`config.mk`:
```
export PLATFORM = sky130hd
export DESIGN_NAME = opaque_hs_stage
export DESIGN_NICKNAME = d
export VERILOG_FILES = /design/src/rtl/opq_stage_pkg.sv /design/src/rtl/opq_celem.sv /design/src/rtl/opq_delay_line.sv /design/src/rtl/opq_capture_ctl.sv /design/src/rtl/opq_out_ctl.sv /design/src/rtl/opq_data_latch.sv /design/src/rtl/opaque_hs_stage.sv
export SDC_FILE = /design/constraint.sdc
export NUM_CORES = 1
export LEC_CHECK = 0
export CORE_MARGIN = 2
export CORE_UTILIZATION = 41
export CTS_BUF_LIST = sky130_fd_sc_hd__clkbuf_2
export DETAILED_ROUTE_END_ITERATION = 8
export GPL_TIMING_DRIVEN = 0
export HOLD_SLACK_MARGIN = 0.1
export PLACE_DENSITY = 0.73
export SETUP_SLACK_MARGIN = 0.1
export SLEW_MARGIN = 20
export SYNTH_ARGS = -nofsm -noshare
export SYNTH_HDL_FRONTEND = slang
export SYNTH_SLANG_ARGS = --single-unit
```
`constraint.sdc`:
```
create_clock -name clk -period 1.13 [get_ports clk]
set_clock_uncertainty 0.15 [all_clocks]
set_input_delay 0.1695 -clock clk [delete_from_list [all_inputs] [get_ports clk]]
set_output_delay 0.1695 -clock clk [all_outputs]
set_load 0.02 [all_outputs]
```
`src/rtl/opq_stage_pkg.sv`:
```
`timescale 1ns/1ps
// Shared types and helpers for the normally-opaque handshake stage.
// Assumes: nothing beyond IEEE 1800-2017 synthesizable subset.
package opq_stage_pkg;

    // Capture phase of the latch controller.
    typedef enum logic [0:0] {
        CAP_SHUT = 1'b0,
        CAP_OPEN = 1'b1
    } cap_state_e;

    // Next value of a Muller C-element: follow inputs when they agree.
    function automatic logic c_next(input logic a, input logic b, input logic q);
        return (a & b) | (q & (a | b));
    endfunction

endpackage

```
`src/rtl/opq_celem.sv`:
```
`timescale 1ns/1ps
// Clocked Muller C-element.
// Output copies the inputs when both agree, otherwise holds.
// Assumes: inputs are synchronous to clk; RST_VAL sets the value after reset.
module opq_celem #(
    parameter logic RST_VAL = 1'b0
) (
    input  logic clk,
    input  logic rst_n,
    input  logic a,
    input  logic b,
    output logic q
);
    import opq_stage_pkg::*;

    // State update: reset, else C-element rule.
    always_ff @(posedge clk) begin
        if (!rst_n) q <= RST_VAL;
        else        q <= c_next(a, b, q);
    end
endmodule

```
`src/rtl/opq_delay_line.sv`:
```
`timescale 1ns/1ps
// Delay-chain model: a pulse entering din leaves dout DEPTH cycles later.
// DEPTH = 0 turns the chain into a wire.
// Assumes: din is synchronous to clk.
module opq_delay_line #(
    parameter int unsigned DEPTH = 2
) (
    input  logic clk,
    input  logic rst_n,
    input  logic din,
    output logic dout
);
    generate
        if (DEPTH == 0) begin : g_wire
            wire unused_clk_rst = clk ^ rst_n;
            assign dout = din;
        end else begin : g_regs
            logic tap [DEPTH];
            for (genvar i = 0; i < DEPTH; i++) begin : g_tap
                // One delay element per tap.
                always_ff @(posedge clk) begin
                    if (!rst_n)      tap[i] <= 1'b0;
                    else if (i == 0) tap[i] <= din;
                    else             tap[i] <= tap[(i == 0) ? 0 : i - 1];
                end
            end
            assign dout = tap[DEPTH-1];
        end
    endgenerate
endmodule

```
`src/rtl/opq_capture_ctl.sv`:
```
`timescale 1ns/1ps
// Input-side controller.
// Keeps the latch opaque at rest and opens it for OPEN_CYC cycles when a
// request meets an empty stage. It then closes the latch, marks the stage
// full, issues a one-cycle capture pulse, and raises the ack token.
// Assumes: OPEN_CYC >= 1; stage_clr is asserted only while full.
module opq_capture_ctl #(
    parameter int unsigned OPEN_CYC = 2
) (
    input  logic clk,
    input  logic rst_n,
    input  logic in_req,
    input  logic in_ack,
    input  logic stage_clr,
    output logic lt,
    output logic full,
    output logic ack_tok,
    output logic cap_done
);
    import opq_stage_pkg::*;

    localparam int unsigned CW = (OPEN_CYC > 1) ? $clog2(OPEN_CYC) : 1;

    cap_state_e    state;
    logic [CW-1:0] cnt;
    logic          start;
    logic          close_now;

    assign start     = (state == CAP_SHUT) && in_req && !in_ack && !full && !ack_tok;
    assign close_now = (state == CAP_OPEN) && (cnt == '0);
    assign lt        = (state == CAP_SHUT);

    // Window sequencing: open on start, count down, close.
    always_ff @(posedge clk) begin
        if (!rst_n) begin
            state    <= CAP_SHUT;
            cnt      <= '0;
            cap_done <= 1'b0;
        end else begin
            cap_done <= 1'b0;
            if (start) begin
                state <= CAP_OPEN;
                cnt   <= CW'(OPEN_CYC - 1);
            end else if (close_now) begin
                state    <= CAP_SHUT;
                cap_done <= 1'b1;
            end else if (state == CAP_OPEN) begin
                cnt <= cnt - 1'b1;
            end
        end
    end

    // Occupancy flag: set by a capture, cleared when downstream is done.
    always_ff @(posedge clk) begin
        if (!rst_n)         full <= 1'b0;
        else if (close_now) full <= 1'b1;
        else if (stage_clr) full <= 1'b0;
    end

    // Ack token: one request worth of permission for the input C-element.
    always_ff @(posedge clk) begin
        if (!rst_n)         ack_tok <= 1'b0;
        else if (close_now) ack_tok <= 1'b1;
        else if (in_ack)    ack_tok <= 1'b0;
    end
endmodule

```
`src/rtl/opq_out_ctl.sv`:
```
`timescale 1ns/1ps
// Output-side controller.
// A launch pulse arms a pending flag. A C-element of the pending flag and
// the inverted downstream ack drives out_req. stage_clr reports the end
// of the output handshake.
// Assumes: launch arrives only while out_ack is low.
module opq_out_ctl (
    input  logic clk,
    input  logic rst_n,
    input  logic launch,
    input  logic out_ack,
    output logic out_req,
    output logic stage_clr
);
    logic pend;
    logic sent;
    logic ack_n;

    assign ack_n     = ~out_ack;
    assign stage_clr = sent && !out_req && !out_ack;

    // Pending request: armed by launch, consumed once out_req is up.
    always_ff @(posedge clk) begin
        if (!rst_n)       pend <= 1'b0;
        else if (launch)  pend <= 1'b1;
        else if (out_req) pend <= 1'b0;
    end

    // Handshake-in-flight marker, retired when both wires are back low.
    always_ff @(posedge clk) begin
        if (!rst_n)         sent <= 1'b0;
        else if (out_req)   sent <= 1'b1;
        else if (stage_clr) sent <= 1'b0;
    end

    opq_celem #(.RST_VAL(1'b0)) u_req_c (
        .clk  (clk),
        .rst_n(rst_n),
        .a    (pend),
        .b    (ack_n),
        .q    (out_req)
    );
endmodule

```
`src/rtl/opq_data_latch.sv`:
```
`timescale 1ns/1ps
// Data latch model: follows d on every edge while lt = 0, holds while lt = 1.
// Assumes: d is valid during the transparent window.
module opq_data_latch #(
    parameter int unsigned DATA_W = 8
) (
    input  logic              clk,
    input  logic              rst_n,
    input  logic              lt,
    input  logic [DATA_W-1:0] d,
    output logic [DATA_W-1:0] q
);
    // Storage: sample only while transparent.
    always_ff @(posedge clk) begin
        if (!rst_n)   q <= '0;
        else if (!lt) q <= d;
    end
endmodule

```
`src/rtl/opaque_hs_stage.sv`:
```
`timescale 1ns/1ps
// Normally-opaque 4-phase bundled-data pipeline stage.
// Ties together the capture controller, data latch, settle delay chain,
// input-ack C-element and output controller.
// Assumes: both channels keep data valid from request rise to ack fall;
// OPEN_CYC >= 1.
module opaque_hs_stage #(
    parameter int unsigned DATA_W     = 8,
    parameter int unsigned OPEN_CYC   = 2,
    parameter int unsigned SETTLE_CYC = 2
) (
    input  logic              clk,
    input  logic              rst_n,
    input  logic              in_req,
    output logic              in_ack,
    input  logic [DATA_W-1:0] in_data,
    output logic              out_req,
    input  logic              out_ack,
    output logic [DATA_W-1:0] out_data,
    output logic              latch_hold
);
    logic full;
    logic ack_tok;
    logic cap_done;
    logic launch;
    logic stage_clr;

    opq_capture_ctl #(.OPEN_CYC(OPEN_CYC)) u_cap (
        .clk      (clk),
        .rst_n    (rst_n),
        .in_req   (in_req),
        .in_ack   (in_ack),
        .stage_clr(stage_clr),
        .lt       (latch_hold),
        .full     (full),
        .ack_tok  (ack_tok),
        .cap_done (cap_done)
    );

    opq_data_latch #(.DATA_W(DATA_W)) u_lat (
        .clk  (clk),
        .rst_n(rst_n),
        .lt   (latch_hold),
        .d    (in_data),
        .q    (out_data)
    );

    opq_celem #(.RST_VAL(1'b0)) u_ack_c (
        .clk  (clk),
        .rst_n(rst_n),
        .a    (in_req),
        .b    (ack_tok),
        .q    (in_ack)
    );

    opq_delay_line #(.DEPTH(SETTLE_CYC)) u_dly (
        .clk  (clk),
        .rst_n(rst_n),
        .din  (cap_done),
        .dout (launch)
    );

    opq_out_ctl u_out (
        .clk      (clk),
        .rst_n    (rst_n),
        .launch   (launch),
        .out_ack  (out_ack),
        .out_req  (out_req),
        .stage_clr(stage_clr)
    );

    wire unused_full = full;
endmodule

```
# Yosys cells after proc, flatten, opt, wreduce, memory -nomap -nowiden
# Memories as Yosys holds them, arrays and structs flattened.
# Index checks and enable logic that the tools add are counted.
# Widths: inputs -> output; s select.
# totals
ff_bits,17
latch_bits,0
ram_bits,2
mem_bits_ro,0
input_bits,12
output_inout_bits,11
word_cells,64
memories,1
# mem_list
name,words,width,read_ports,rd_clocked_by_memory_dff,write_ports,line_no,source
u_dly.g_regs.tap,2,1,2,0,2,opq_delay_line.sv:18,logic tap [DEPTH];
# op_classes
addsub,1
mul,0
div_mod_pow,0
magnitude_cmp,0
eq_ne,1
shifts,0
mux,17
bitwise_logic,14
reduce_logical,20
# op_table
cell,n
$mux 1,17
$reduce_bool 2->1,6
$logic_and 1x1->1,7
$or 1x1->1,6
$logic_not 1->1,5
$and 1x1->1,4
$not 1->1,4
$ne 2x1->1 const B,1
$reduce_and 2->1,1
$reduce_or 2->1,1
$sub 1x1->1 const B,1

# Depth between registers and ports, before layout
# logic_depth
depth_word,7
mapped_depth,4
mapped_depth_nobuf,3

# Modules after synthesis
# A second synthesis with hierarchy kept.
# hier_totals
cells_unflattened,63
area_unflattened_um2,686.9
# by_module_without_submodules
module,instances,cells_per_inst,area_each_um2,seq_area_each_um2
opq_data_latch,1,25,301.5,160.2
opq_capture_ctl,1,18,183.9,100.1
opq_out_ctl,1,8,76.3,40.0
opq_celem,2,4,36.3,20.0
opq_delay_line,1,4,52.6,40.0

# Worst setup path before layout
# No wires, ideal clock.
# synth_path
path_type,register to register
startpoint,register u_cap.state
endpoint,register u_cap.cnt
setup_ns,0.115
t_arrival_ns,0.838
required_ns,0.865
setup_slack_ns,0.028
stages_incl_launch_ff,4
path_buffers,1
period_less_slack_ns,1.102
path_cell_list,dfxtp_1 > buf_6 > and2b_2 > o21a_1
# synth_between
elab_chain_len,7
word_cells_on_any_way,10
classes_between,eq/ne: 1; mux: 1; bitwise: 1; reduce/logical: 7
# synth_lines
item,line_no,source
"start, declared",opq_capture_ctl.sv:24,cap_state_e state;
"start signal, assigned",opq_capture_ctl.sv:36,state <= CAP_SHUT;
"start signal, assigned",opq_capture_ctl.sv:42,state <= CAP_OPEN;
"start signal, assigned",opq_capture_ctl.sv:45,state <= CAP_SHUT;
$not 1->1,opq_capture_ctl.sv:29,assign start = (state == CAP_SHUT) && in_req && !in_ack && !full && !ack_tok;
$logic_and 1x1->1 (4 in a row),opq_capture_ctl.sv:29,
$ne 2x1->1 (no line) or $reduce_bool 2->1 (tied branches),--,
$reduce_and 2->1 (no line),--,
"end signal, assigned",opq_capture_ctl.sv:43,cnt <= CW'(OPEN_CYC - 1);
"end signal, assigned",opq_capture_ctl.sv:48,cnt <= cnt - 1'b1;
"end, declared",opq_capture_ctl.sv:25,logic [CW-1:0] cnt;
# Parallel ways exist; a longest one is shown, timed or not.
# A chain may end at the register's enable or synchronous reset.

# Worst setup path after layout
# layout_path
startpoint,register u_cap.state
endpoint,output latch_hold
# layout_between
elab_chain_len,1
# layout_lines
item,line_no,source
$not 1->1,opq_capture_ctl.sv:31,assign lt = (state == CAP_SHUT);
"end, declared",opaque_hs_stage.sv:20,output logic latch_hold
# Every way passes these cells.

==> results.md <==
- Syn nets: between 70 and 80
- Initial DRC Count: 0
- Final Max Tran Viols: 0
- CP Capture Type: primary output
- Dpl cell area: around 940 sq um
- Initial antenna violation count: 0
- CTS H-tree lvls: 1
- Crit Path Max Fanout: 2
- Crit share post-route: 109%
- Pwr Total: about 0.0013 W
- Die Y: around 45 um
- Worst hold path type: in -> reg
- Post-synthesis sequential area ratio: a little over half
- Synth unique cells: 21
- Top area cells in the synthesized netlist: dfxtp_1 54%, mux2i_1 11%, nor2b_1 9.0%
- Final min period: 1230 ps
- Grt total ovfl: 0
- Cts bufs inserted: 3
- Hold depth: 2
- CTS root buf: clkbuf_2
- PD cells: approximately 1300 nW/um^2
- Starting Density: between 40% and 50%
- Setup violators final: 12
- Most frequent cells in the layout: 11 x buf_6, 10 x nor2b_1, 9 x clkdlybuf4s50_1, 9 x dfxtp_2
- Final wirelength: approximately 1200 um
- Multi-input logic area: 295 sq um
- RSZ-0062 raised after global routing: true
- Final Cell Area: around 1000 sq um
- CP arrival: about 910 ps
- Register Area: 399 sq um
- Fin worst setup slack: -96.1 ps
- Synth top area share: approximately 54%
- Post-synth top area cell: dfxtp_1
- Register bit count reported by yosys: 19
- Highest clock rate: between 0.8 and 0.9 GHz
- Failing checks: setup timing
- Fin cells: 110
- Critical path depth in cells: 3
- Critical-path cell list: buf_8 > inv_2 > buf_6
- Status: finished with violations
- Worst path top cell family by delay: flip-flops
- Largest net degree at the start of global routing: 11
- Static Leakage: between 0.4 and 0.5 nW
- Final HPWL DP: around 830 um
- Sink Count: 19
- Syn Area/Cell: roughly 11 sq um
- Clk_lat worst skew: approximately 290 ps
- Die width: around 45 um
- Startpoint types: register
- First drt pass iteration count: 1
- CTS tree: done
- I/O pin cnt: 23
- Fill count: ~140
- Worst Tran Pin Value: about 320 ps
- Slowest cell delay on critical path: 360 ps
- WL met2: between 500 and 600 um
- Vias/cell: 4.69
- Site Rows: 14
- Final hold violations: 0
- First-pass GRT wire length: 1990 um
- ANT cells: 0
- R2r startpoint: u_cap.state
- Clk buf depth: 2
- Total GRT Usage: a little over an eighth
- Crit path launch: u_cap.state
- Post-synthesis instance total: 65
- # DRC: 0
- R2R Setup Slk: -80 ps
- Share of cells above drive strength 1: between 40% and 50%
- Commonest non-fill, non-tap cell in the layout: buf_6
- R2R cell count: 5
- Relative slew slack: roughly 79%
- Worst path slowest cell: dfxtp_2
- Buf/Inv on CP: 3
- Area added between synthesis and finish: 46.4%
- PortBufs: 21
- Core box area: ~1600 sq um
- VDD IR-drop max: between 0.7 and 0.8 mV
- CTS clk-pin slew, worst paths: 180 ps
- Wire length on met3: roughly 55 um
- Wirelength per Cell: approximately 11 um
- ANT nets after route: 0
- Synthesis Warnings: 0
- RePlAce Congestion: about 0.63
- Worst slack, placed: -306 ps
- Placed cell count: ~100
- Vias in the first global route: ~500
- DIE AREA: just over 2000 sq um
- Worst EP required: 810 ps
- End of the critical path: latch_hold
- Nets: about 110
- Max cap viols: 0
- Via count: a little over 500
- Max layer used: met4
- Post-synthesis instance area: 698 sq um
- Crit Path Class: reg -> out
- M1 WL: about 560 um
- Reg2reg end: u_cap.state
metrics by stage:
step           TNS [ps]  hold WS, ps  util [%]
2_1_floorplan         0          167         -
3_3_place_gp      -1960          270      60.3
3_5_place_dp      -2040          270      60.3
4_1_cts            -642         33.4      65.4
5_1_grt           -1160         18.4      65.6
6_report           -622         34.2      65.6
Yosys cell counts:
cell type	instances
a21boi_0	1
a21oi_1	1
and2_1	3
and2b_2	1
buf_2	1
buf_6	1
clkbuf_1	1
dfxtp_1	19
inv_1	3
maj3_2	1
mux2i_1	8
nand2_1	5
nand2_2	1
nand3_1	1
nor2b_1	10
nor3b_1	1
nor4b_1	1
o21a_1	2
o21ai_0	1
o21ai_2	2
or2_4	1
state kept, by name, summed over array words and instances (netlist names):
signal            cells
u_ack_c.q             1
u_out.sent            1
u_cap.state           1
u_cap.ack_tok         1
u_cap.full            1
u_lat.q               8
u_out.pend            1
u_dly.g_regs.tap      2
u_cap.cap_done        1
u_cap.cnt             1
u_out.u_req_c.q       1
logic make-up after synthesis:
family / count (synthesis) / share of synthesized area [%]
adders and majority gates: 1 / 1.61
buffers and inverters: 6 / 4.48
DFF: 19 / 54.5
muxes: 8 / 11.5
AOI/OAI and AO/OA: 7 / 7.17
and+or+nand+nor: 24 / 20.8
report_power, final:
| part | switching, W | internal [W] | total, W | leakage (nW) |
|---|---|---|---|---|
| registers | 0.0000333 | 0.000725 | 0.000758 | 0.160 |
| clock network | 0.000191 | 0.0000939 | 0.000285 | 0.0166 |
| logic | 0.000126 | 0.000178 | 0.000305 | 0.253 |
how the worst min path moves through the flow:
stage,startpoint,to,slack (ps)
detailed placement,u_dly.g_regs.tap[0],u_dly.g_regs.tap[1],270
CTS,rst_n,u_ack_c.q,30
global route,rst_n,u_ack_c.q,20
global placement,u_dly.g_regs.tap[0],u_dly.g_regs.tap[1],270
finish,rst_n,u_ack_c.q,30
floorplan,in_req,u_ack_c.q,170
per-layer routing:
| metal | vias to the layer above | GRT usage (%) |
|---|---|---|
| met5 | - | 0 |
| met2 | 15 | 23.1 |
| met3 | 2 | 2.40 |
| li1 | 266 | - |
| met4 | 0 | 7.06 |
| met1 | 233 | 16.0 |
what timing repair did:
item | CTS | global route
cloned | 0 | 0
resized for setup | 79 | 2
endpoints found under the hold margin | 7 | 7
buffers inserted | 4 | 0
setup endpoints to repair | 23 | 24
layout make-up:
cell class / count / share of cell area (%)
Clock buffer: 4 / 1.96
Tap cell: 16 / 1.96
Inverter: 3 / 1.10
Timing Repair Buffer: 25 / 24.7
Buffer: 3 / 2.33
Multi-Input combinational cell: 40 / 28.9
Sequential cell: 19 / 39.0
No activity file was read; power rests on OpenSTA's default activity.
